### src/rtl/fli_pkg.sv
package fli_pkg;

    localparam int unsigned SEL_W   = 3;
    localparam int unsigned REG_W   = 32;
    localparam int unsigned FIELD_W = 2 * SEL_W;

    // Fields of the level-select register; rx occupies [5:3], tx [2:0].
    typedef struct packed {
        logic [SEL_W-1:0] rx;
        logic [SEL_W-1:0] tx;
    } sel_t;

    localparam sel_t SEL_RESET = '{rx: 3'b010, tx: 3'b010};

    // Threshold expressed in eighths of the FIFO depth; 0 marks a reserved code.
    function automatic int unsigned level_eighths(input logic [SEL_W-1:0] code);
        case (code)
            3'd0:    return 1;
            3'd1:    return 2;
            3'd2:    return 4;
            3'd3:    return 6;
            3'd4:    return 7;
            default: return 0;
        endcase
    endfunction

endpackage

### src/rtl/fli_sel_reg.sv
module fli_sel_reg
    import fli_pkg::*;
(
    input  logic               clk,
    input  logic               rst_n,
    input  logic               wr_en,
    input  logic [FIELD_W-1:0] wr_bits,
    output sel_t               sel
);

    typedef struct packed {
        sel_t sel;
    } state_t;

    state_t st_d, st_q;

    always_comb begin
        st_d = st_q;
        if (wr_en) begin
            st_d.sel = sel_t'(wr_bits);
        end
    end

    always_ff @(posedge clk) begin
        if (!rst_n) begin
            st_q.sel <= SEL_RESET;
        end else begin
            st_q <= st_d;
        end
    end

    assign sel = st_q.sel;

endmodule

### src/rtl/fli_thr_decode.sv
module fli_thr_decode
    import fli_pkg::*;
#(
    parameter int unsigned DEPTH = 16,
    parameter int unsigned CW    = $clog2(DEPTH + 1)
) (
    input  logic [SEL_W-1:0] code,
    output logic [CW-1:0]    thr,
    output logic             en
);

    int unsigned eighths;

    always_comb begin
        eighths = level_eighths(code);
        en      = (eighths != 0);
        thr     = CW'((DEPTH * eighths) / 8);
    end

endmodule

### src/rtl/fli_cross_det.sv
module fli_cross_det #(
    parameter int unsigned CW     = 5,
    parameter bit          RISING = 1'b1
) (
    input  logic          clk,
    input  logic          rst_n,
    input  logic [CW-1:0] cnt,
    input  logic          push,
    input  logic          pop,
    input  logic [CW-1:0] thr,
    input  logic          en,
    input  logic          clr,
    output logic          flag
);

    typedef struct packed {
        logic flag;
    } state_t;

    state_t st_d, st_q;
    logic   hit;

    generate
        if (RISING) begin : g_fill
            logic [CW:0] up_cnt;
            always_comb begin
                up_cnt = {1'b0, cnt} + 1'b1;
                hit    = en && push && !pop && (cnt < thr) && (up_cnt >= {1'b0, thr});
            end
        end else begin : g_drain
            logic [CW-1:0] dn_cnt;
            always_comb begin
                dn_cnt = cnt - 1'b1;
                hit    = en && pop && !push && (cnt > thr) && (dn_cnt <= thr);
            end
        end
    endgenerate

    always_comb begin
        st_d = st_q;
        if (clr) begin
            st_d.flag = 1'b0;
        end
        if (hit) begin
            st_d.flag = 1'b1;
        end
    end

    always_ff @(posedge clk) begin
        if (!rst_n) begin
            st_q.flag <= 1'b0;
        end else begin
            st_q <= st_d;
        end
    end

    assign flag = st_q.flag;

    // a set flag with no clear request stays set
    p_sticky_r8: assert property (@(posedge clk) disable iff (!rst_n)
        (flag && !clr) |=> flag);

    // a clear without a crossing empties the flag
    p_clear_r8: assert property (@(posedge clk) disable iff (!rst_n)
        (clr && !hit) |=> !flag);

    // a crossing beats a simultaneous clear
    p_set_wins_r9: assert property (@(posedge clk) disable iff (!rst_n)
        (hit && clr) |=> flag);

endmodule

### src/rtl/fifo_level_irq.sv
module fifo_level_irq
    import fli_pkg::*;
#(
    parameter int unsigned DEPTH = 16,
    parameter int unsigned CW    = $clog2(DEPTH + 1)
) (
    input  logic             clk,
    input  logic             rst_n,
    input  logic             reg_wr_en,
    input  logic [REG_W-1:0] reg_wr_data,
    output logic [REG_W-1:0] reg_rd_data,
    input  logic [CW-1:0]    rx_count,
    input  logic             rx_push,
    input  logic             rx_pop,
    input  logic [CW-1:0]    tx_count,
    input  logic             tx_push,
    input  logic             tx_pop,
    input  logic [1:0]       irq_clr,
    output logic             rx_irq,
    output logic             tx_irq
);

    sel_t          sel;
    logic [CW-1:0] rx_thr, tx_thr;
    logic          rx_en, tx_en;
    logic          unused_wr_hi;

    assign unused_wr_hi = ^reg_wr_data[REG_W-1:FIELD_W];

    fli_sel_reg u_sel (
        .clk     (clk),
        .rst_n   (rst_n),
        .wr_en   (reg_wr_en),
        .wr_bits (reg_wr_data[FIELD_W-1:0]),
        .sel     (sel)
    );

    assign reg_rd_data = {{(REG_W-FIELD_W){1'b0}}, sel};

    fli_thr_decode #(.DEPTH(DEPTH), .CW(CW)) u_rx_dec (
        .code (sel.rx),
        .thr  (rx_thr),
        .en   (rx_en)
    );

    fli_thr_decode #(.DEPTH(DEPTH), .CW(CW)) u_tx_dec (
        .code (sel.tx),
        .thr  (tx_thr),
        .en   (tx_en)
    );

    fli_cross_det #(.CW(CW), .RISING(1'b1)) u_rx_det (
        .clk   (clk),
        .rst_n (rst_n),
        .cnt   (rx_count),
        .push  (rx_push),
        .pop   (rx_pop),
        .thr   (rx_thr),
        .en    (rx_en),
        .clr   (irq_clr[0]),
        .flag  (rx_irq)
    );

    fli_cross_det #(.CW(CW), .RISING(1'b0)) u_tx_det (
        .clk   (clk),
        .rst_n (rst_n),
        .cnt   (tx_count),
        .push  (tx_push),
        .pop   (tx_pop),
        .thr   (tx_thr),
        .en    (tx_en),
        .clr   (irq_clr[1]),
        .flag  (tx_irq)
    );

    // written low bits read back next cycle, reserved bits zero
    p_readback_r2: assert property (@(posedge clk) disable iff (!rst_n)
        reg_wr_en |=> (reg_rd_data == {{(REG_W-FIELD_W){1'b0}}, $past(reg_wr_data[FIELD_W-1:0])}));

    // a receive request rises only after a lone push
    p_rx_push_only_r4: assert property (@(posedge clk) disable iff (!rst_n)
        $rose(rx_irq) |-> $past(rx_push && !rx_pop));

    // a transmit request rises only after a lone pop
    p_tx_pop_only_r5: assert property (@(posedge clk) disable iff (!rst_n)
        $rose(tx_irq) |-> $past(tx_pop && !tx_push));

    // no receive request under a reserved code
    p_rx_reserved_r7: assert property (@(posedge clk) disable iff (!rst_n)
        $rose(rx_irq) |-> ($past(reg_rd_data[5:3]) <= 3'd4));

    // no transmit request under a reserved code
    p_tx_reserved_r7: assert property (@(posedge clk) disable iff (!rst_n)
        $rose(tx_irq) |-> ($past(reg_rd_data[2:0]) <= 3'd4));

endmodule

### config.mk
export PLATFORM = sky130hd
export DESIGN_NAME = fifo_level_irq
export DESIGN_NICKNAME = d
export VERILOG_FILES = /design/src/rtl/fli_pkg.sv /design/src/rtl/fli_sel_reg.sv /design/src/rtl/fli_thr_decode.sv /design/src/rtl/fli_cross_det.sv /design/src/rtl/fifo_level_irq.sv
export SDC_FILE = /design/constraint.sdc
export NUM_CORES = 1
export LEC_CHECK = 0
export ABC_AREA = 0
export BUFFER_PORTS_ARGS = -buffer_cell sky130_fd_sc_hd__buf_2
export CAP_MARGIN = 20
export CORE_MARGIN = 3
export CORE_UTILIZATION = 39
export CTS_CLUSTER_SIZE = 10
export DETAILED_ROUTE_END_ITERATION = 8
export HOLD_SLACK_MARGIN = 0.15
export PLACE_DENSITY = 0.92
export RECOVER_POWER = 50
export SYNTH_ARGS = -nofsm -noshare
export SYNTH_HDL_FRONTEND = slang
export SYNTH_SLANG_ARGS = --single-unit
### constraint.sdc
create_clock -name clk -period 5.2 [get_ports clk]
set_input_delay 0.26 -clock clk [delete_from_list [all_inputs] [get_ports clk]]
set_output_delay 0.26 -clock clk [all_outputs]
set_load 0.02 [all_outputs]
### Word level (Yosys, flattened, before mapping)

Cells that the tools add are included.

| storage, ports and cells | value |
|---|---|
| register bits after elaboration | 8 |
| output and inout bits | 34 |
| logic and storage cells | 40 |

| cells by class | value |
|---|---|
| add/subtract/negate cells | 2 |
| order comparisons | 4 |
| equal/unequal tests | 8 |
| muxes and demuxes | 6 |
| reductions and logical operators | 16 |

Operator list:

| cell | count |
|---|---|
| nonzero test 32 bit | 2 |
| case mux 3 bit (5 select lines) | 2 |
| equality test 3 x 2 -> 1 bit, second input constant | 4 |
| logical AND 1 bit | 8 |
| adder 5 x 1 -> 6 bit, second input constant | 1 |
| equality test 3 x 1 -> 1 bit, second input constant | 2 |
| equality test 3 bit, second input constant | 2 |
| >= comparator 6 x 4 -> 1 bit | 1 |
| logical NOT 3 bit | 2 |
| > comparator 5 x 4 -> 1 bit | 1 |
| <= comparator 5 x 4 -> 1 bit | 1 |
| < comparator 5 x 4 -> 1 bit | 1 |
| subtractor 5 x 1 -> 5 bit, second input constant | 1 |
| 2-to-1 mux 1 bit | 4 |
| nonzero test 2 bit | 2 |
| logical NOT 1 bit | 2 |

### Depth between registers and ports, before layout

| depth | value |
|---|---|
| depth in word-level cells | 8 |
| mapped depth | 8 |
| gate-level depth less buffers | 8 |

### Hierarchy

From an unflattened synthesis, not the netlist that was laid out.

| second synthesis, totals | value |
|---|---|
| cells, all modules | 139 |
| area total of the unflattened synthesis | 1179.9 sq um |

By module, submodules not included:

| module | instances | cells an instance | area each (sq um) | seq. area each (sq um) |
|---|---|---|---|---|
| fli_cross_det (u_tx_det) | 1 | 41 | 340.3 | 20.0 |
| fli_cross_det (u_rx_det) | 1 | 38 | 316.6 | 20.0 |
| fli_sel_reg | 1 | 19 | 224.0 | 120.1 |
| fifo_level_irq | 1 | 27 | 198.9 | 0.0 |
| fli_thr_decode | 2 | 7 | 50.0 | 0.0 |

### Worst setup path after synthesis

Ideal clock, no wire load.

| path | value |
|---|---|
| path type | register -> register |
| start | register u_sel.sel[0] (netlist name) |
| end | register u_tx_det.flag (netlist name) |
| arrival | 1808 ps |
| setup slack | 3305 ps |
| cell stages (with the launch flop) | 8 |
| buffers on the path | 0 |
| clock period less this slack | 1895 ps |
| cells stage by stage | dfxtp_1 nor2_1 mux2i_1 ha_1 a21oi_1 o21ai_0 a221o_1 a221oi_2 |

| between the ends | value |
|---|---|
| longest elaborated chain between the ends | 8 |

RTL lines:

| what | RTL line | RTL |
|---|---|---|
| equality test 3 bit, or another cell as far along | fli_pkg.sv:17 | `case (code)` |
| case mux 3 bit (5 select lines) (*) | fli_pkg.sv:17 |  |
| nonzero test 32 bit | fli_thr_decode.sv:16 | `en = (eighths != 0);` |
| logical AND 1 bit (3 in a row) | fli_cross_det.sv:34 | `hit = en && pop && !push && (cnt > thr) && (dn_cnt <= thr);` |
| logical AND 1 bit (*) | fli_cross_det.sv:34 |  |
| 2-to-1 mux 1 bit or nonzero test 2 bit (tied branches) | n/a |  |

Mark *: on every way between the ends. The rest lies on a longest branch, timed or not.
A chain may end at the register's enable or synchronous reset.

### Worst setup path after layout

| path | value |
|---|---|
| start | register u_sel.sel[0] (netlist name) |
| end | register u_tx_det.flag (netlist name) |

| between the ends | value |
|---|---|
| longest elaborated chain between the ends | 8 |

RTL lines:

| what | RTL line |
|---|---|
| equality test 3 bit, or another cell as far along | fli_pkg.sv:17 |
| case mux 3 bit (5 select lines) (*) | fli_pkg.sv:17 |
| nonzero test 32 bit | fli_thr_decode.sv:16 |
| logical AND 1 bit (3 in a row) | fli_cross_det.sv:34 |
| logical AND 1 bit (*) | fli_cross_det.sv:34 |
| 2-to-1 mux 1 bit or nonzero test 2 bit (tied branches) | n/a |

Marked as above.

==> run_results.csv <==
group,metric,value,unit
cells_and_area,areaGrowthSynthToFinish,11.89,%
sta,finalMaxSlewViolations,0,
die,fp.dieArea,2933,um^2
logic_synthesis,ys_seq_elements,8,
min_path,min_path_type,"in2reg",
logic_synthesis,yosysWarnings,0,
logic_synthesis,seq_area_frac_synth,17.70,%
logic_synthesis,synth_edf_count,0,
power,vdd_drop_max,112.1,uV
setup_path,end_kind,"flop",
placed_design,post-place-ws,3.182,ns
placed_design,placed_area,992.2,um^2
clock_network,cts_tree,"built",
job,drv_cap,0,
setup_path,worstPathArrival,2.17,ns
run_status,outcome,"finished clean",
cells_and_area,utilization,48.62,%
routing,vias,743,
placed_design,dpl.hpwl,1549,um
power,power,0.1937,mW
sta,hold_ws,0.2045,ns
routing,drt_iter0_markers,7,
routing,firstDrtPassIters,4,
logic_synthesis,syn_inst,107,
sta,rsz0062_at_grt,"no",
power,p_per_area,191.4,nW/um^2
sta,tns,0,ns
cells_and_area,instances_no_fill,167,
logic_synthesis,synth_area_leaders,"buf_4 (22%), ha_1 (18%), dfxtp_1 (18%)",
logic_synthesis,synth_top_cell_by_area,"buf_4",
die,start_util,43.45,%
sta,period_needed,1.998,ns
clock_network,clk-insertion-delay-late,0.25,ns
setup_path,critPathMaxFanout,5,
clock_network,holdBufCountCts,0,
clock_network,cts_root_buffer,"clkbuf_4",
die,core,2082,um^2
global_route,grt_start_max_net_pins,7,
setup_path,crit_type,"reg2reg",
die,die_x,54.16,um
die,die_h,54.16,um
global_route,grt_pass1_vias,651,
clock_network,cts-resized-gates,0,
routing,drc,0,
clock_network,clkSlewWorstSetupHoldPaths,0.06,ns
power,p_leak,0.5436,nW
sta,worstMarginPinSlew,0.5095,ns
sta,slew-limit-headroom,65.60,%
global_route,grt_pass1_wl,2642,um
die,io-pin-count,85,
clock_network,cts_setup_buffers,0,
logic_synthesis,synth.top_cells.by_count,"buf_4 (26), ha_1 (13), mux2i_1 (10), dfxtp_1 (8)",
placed_design,gp_congestion,0.7119,
routing,post_drt_via_cell_ratio,4.449,
sta,hold_violations,0,
clock_network,cts_num_sinks,8,
logic_synthesis,yosysMostFrequentCell,"buf_4",
routing,drtAntennaViolNets,0,
cells_and_area,multiInputGateArea,615.6,um^2
logic_synthesis,synth_flop_cell,"dfxtp_1",
sta,setup_viol_count_final,0,
sta,max_freq,500.5,MHz
placed_design,place_inst,164,
logic_synthesis,synth_area_per_cell,8.454,um^2
logic_synthesis,synth-async-reset-ratio,0,%
clock_network,clk_path_buf_depth,2,
cells_and_area,seq_area,160.2,um^2
global_route,overflow,0,
global_route,antenna_found_initial,0,
clock_network,cts_max_level,1,
routing,wl_per_cell,10.37,um
sta,fin_worst_skew,0.009212,ns
clock_network,numCtsBuffers,3,
logic_synthesis,synth_cell_types,27,
sta,period_share,38.42,%
global_route,grt_util_all_layers,12.04,%
cells_and_area,fin_area,1012,um^2
setup_path,cp-start-kind,"flop",
cells_and_area,drive_gt1_share,25.00,%
cells_and_area,fill_cells,225,
sta,setup_slack,3.202,ns
logic_synthesis,synth_area,904.6,um^2
routing,routed_wl,1732,um
cells_and_area,antennaDiodeCount,0,
placed_design,port_buffers,32,
die,rows,16,
cells_and_area,layout.nets,206,
setup_path,cp.required,5.37,ns
logic_synthesis,yosysTopAreaCellShare,21.58,%
==> critical path: stages (launching register included) <==
cell      delay (ns)
dfxtp_1         0.34
nor2_1          0.25
mux2i_1         0.17
ha_1            0.36
a21oi_1         0.13
o21ai_0         0.09
a221o_1         0.33
a221oi_2        0.25
==> cells in the final DEF (no fill, tap or decap) <==
cell,netlist,final
buf_2,1,30
conb_1,1,26
ha_1,13,13
mux2i_1,10,10
dfxtp_1,8,8
nor2_1,6,6
inv_1,6,6
nand2_1,6,6
o21ai_0,5,5
xor2_1,3,3
nand2b_1,3,3
a21oi_1,3,3
clkbuf_4,0,3
nand3_1,2,2
nor2b_1,2,2
clkbuf_1,0,2
xnor2_1,1,1
nor3_1,1,1
a31oi_1,1,1
a31o_2,1,1
nor4b_1,1,1
o31a_1,1,1
o2111ai_1,1,1
o21ai_1,1,1
nand4b_1,1,1
a221o_1,1,1
o311ai_0,1,1
a221oi_2,1,1
==> area by class of cell <==
class	instances	share of cell area [%]
well taps	27	3.337
multi-input cells	91	60.82
flip-flops and latches	8	15.82
inverters	6	2.225
clock buffers	3	2.225
repair buffers	32	15.57
==> report_power, final <==
group	switching, mW	internal, mW	total (mW)
sequential	0.00409	0.0646	0.0687
clock	0.0205	0.0264	0.0469
combinational	0.0487	0.0294	0.0781
total	0.0733	0.120	0.194
==> layer usage <==
layer  wire length [um]  vias up  track usage (%)  share of wire (%)
met1                756      320            14.94                 44
li1                   -      388                -                  -
met2                815       35            21.71                 47
met4                  0        0                0                  0
met5                  0        -                0                  0
met3                160        0            3.324                9.2
==> state kept, by name, summed over array words and instances (netlist names) <==
signal / count
u_rx_det.flag: 1
u_tx_det.flag: 1
u_sel.sel: 6
==> worst paths after layout <==
check                startpoint       endpoint  slack (ns)  depth (start not counted)
setup / recovery   u_sel.sel[0]  u_tx_det.flag        3.20                          7
hold / removal            rst_n   u_sel.sel[4]        0.20                          2
setup reg to reg   u_sel.sel[0]  u_tx_det.flag        3.20                          7
hold reg to reg   u_rx_det.flag  u_rx_det.flag        0.48                          2
==> kinds of logic (layout without fill, tap and decap cells) <==
kind of cell               after synthesis  count (layout)  synth area share (%)
AOI/OAI and AO/OA                       16              16                 12.31
other                                    1              26                0.4145
DFF                                      8               8                 17.70
buffers and inverters                   33              41                 24.62
and+or+nand+nor                         22              22                 12.03
muxes                                   10              10                 11.07
adders and majority gates               13              13                 17.98
xor gates and xnor gates                 4               4                 3.873
Power figures use the tool's default switching activity.
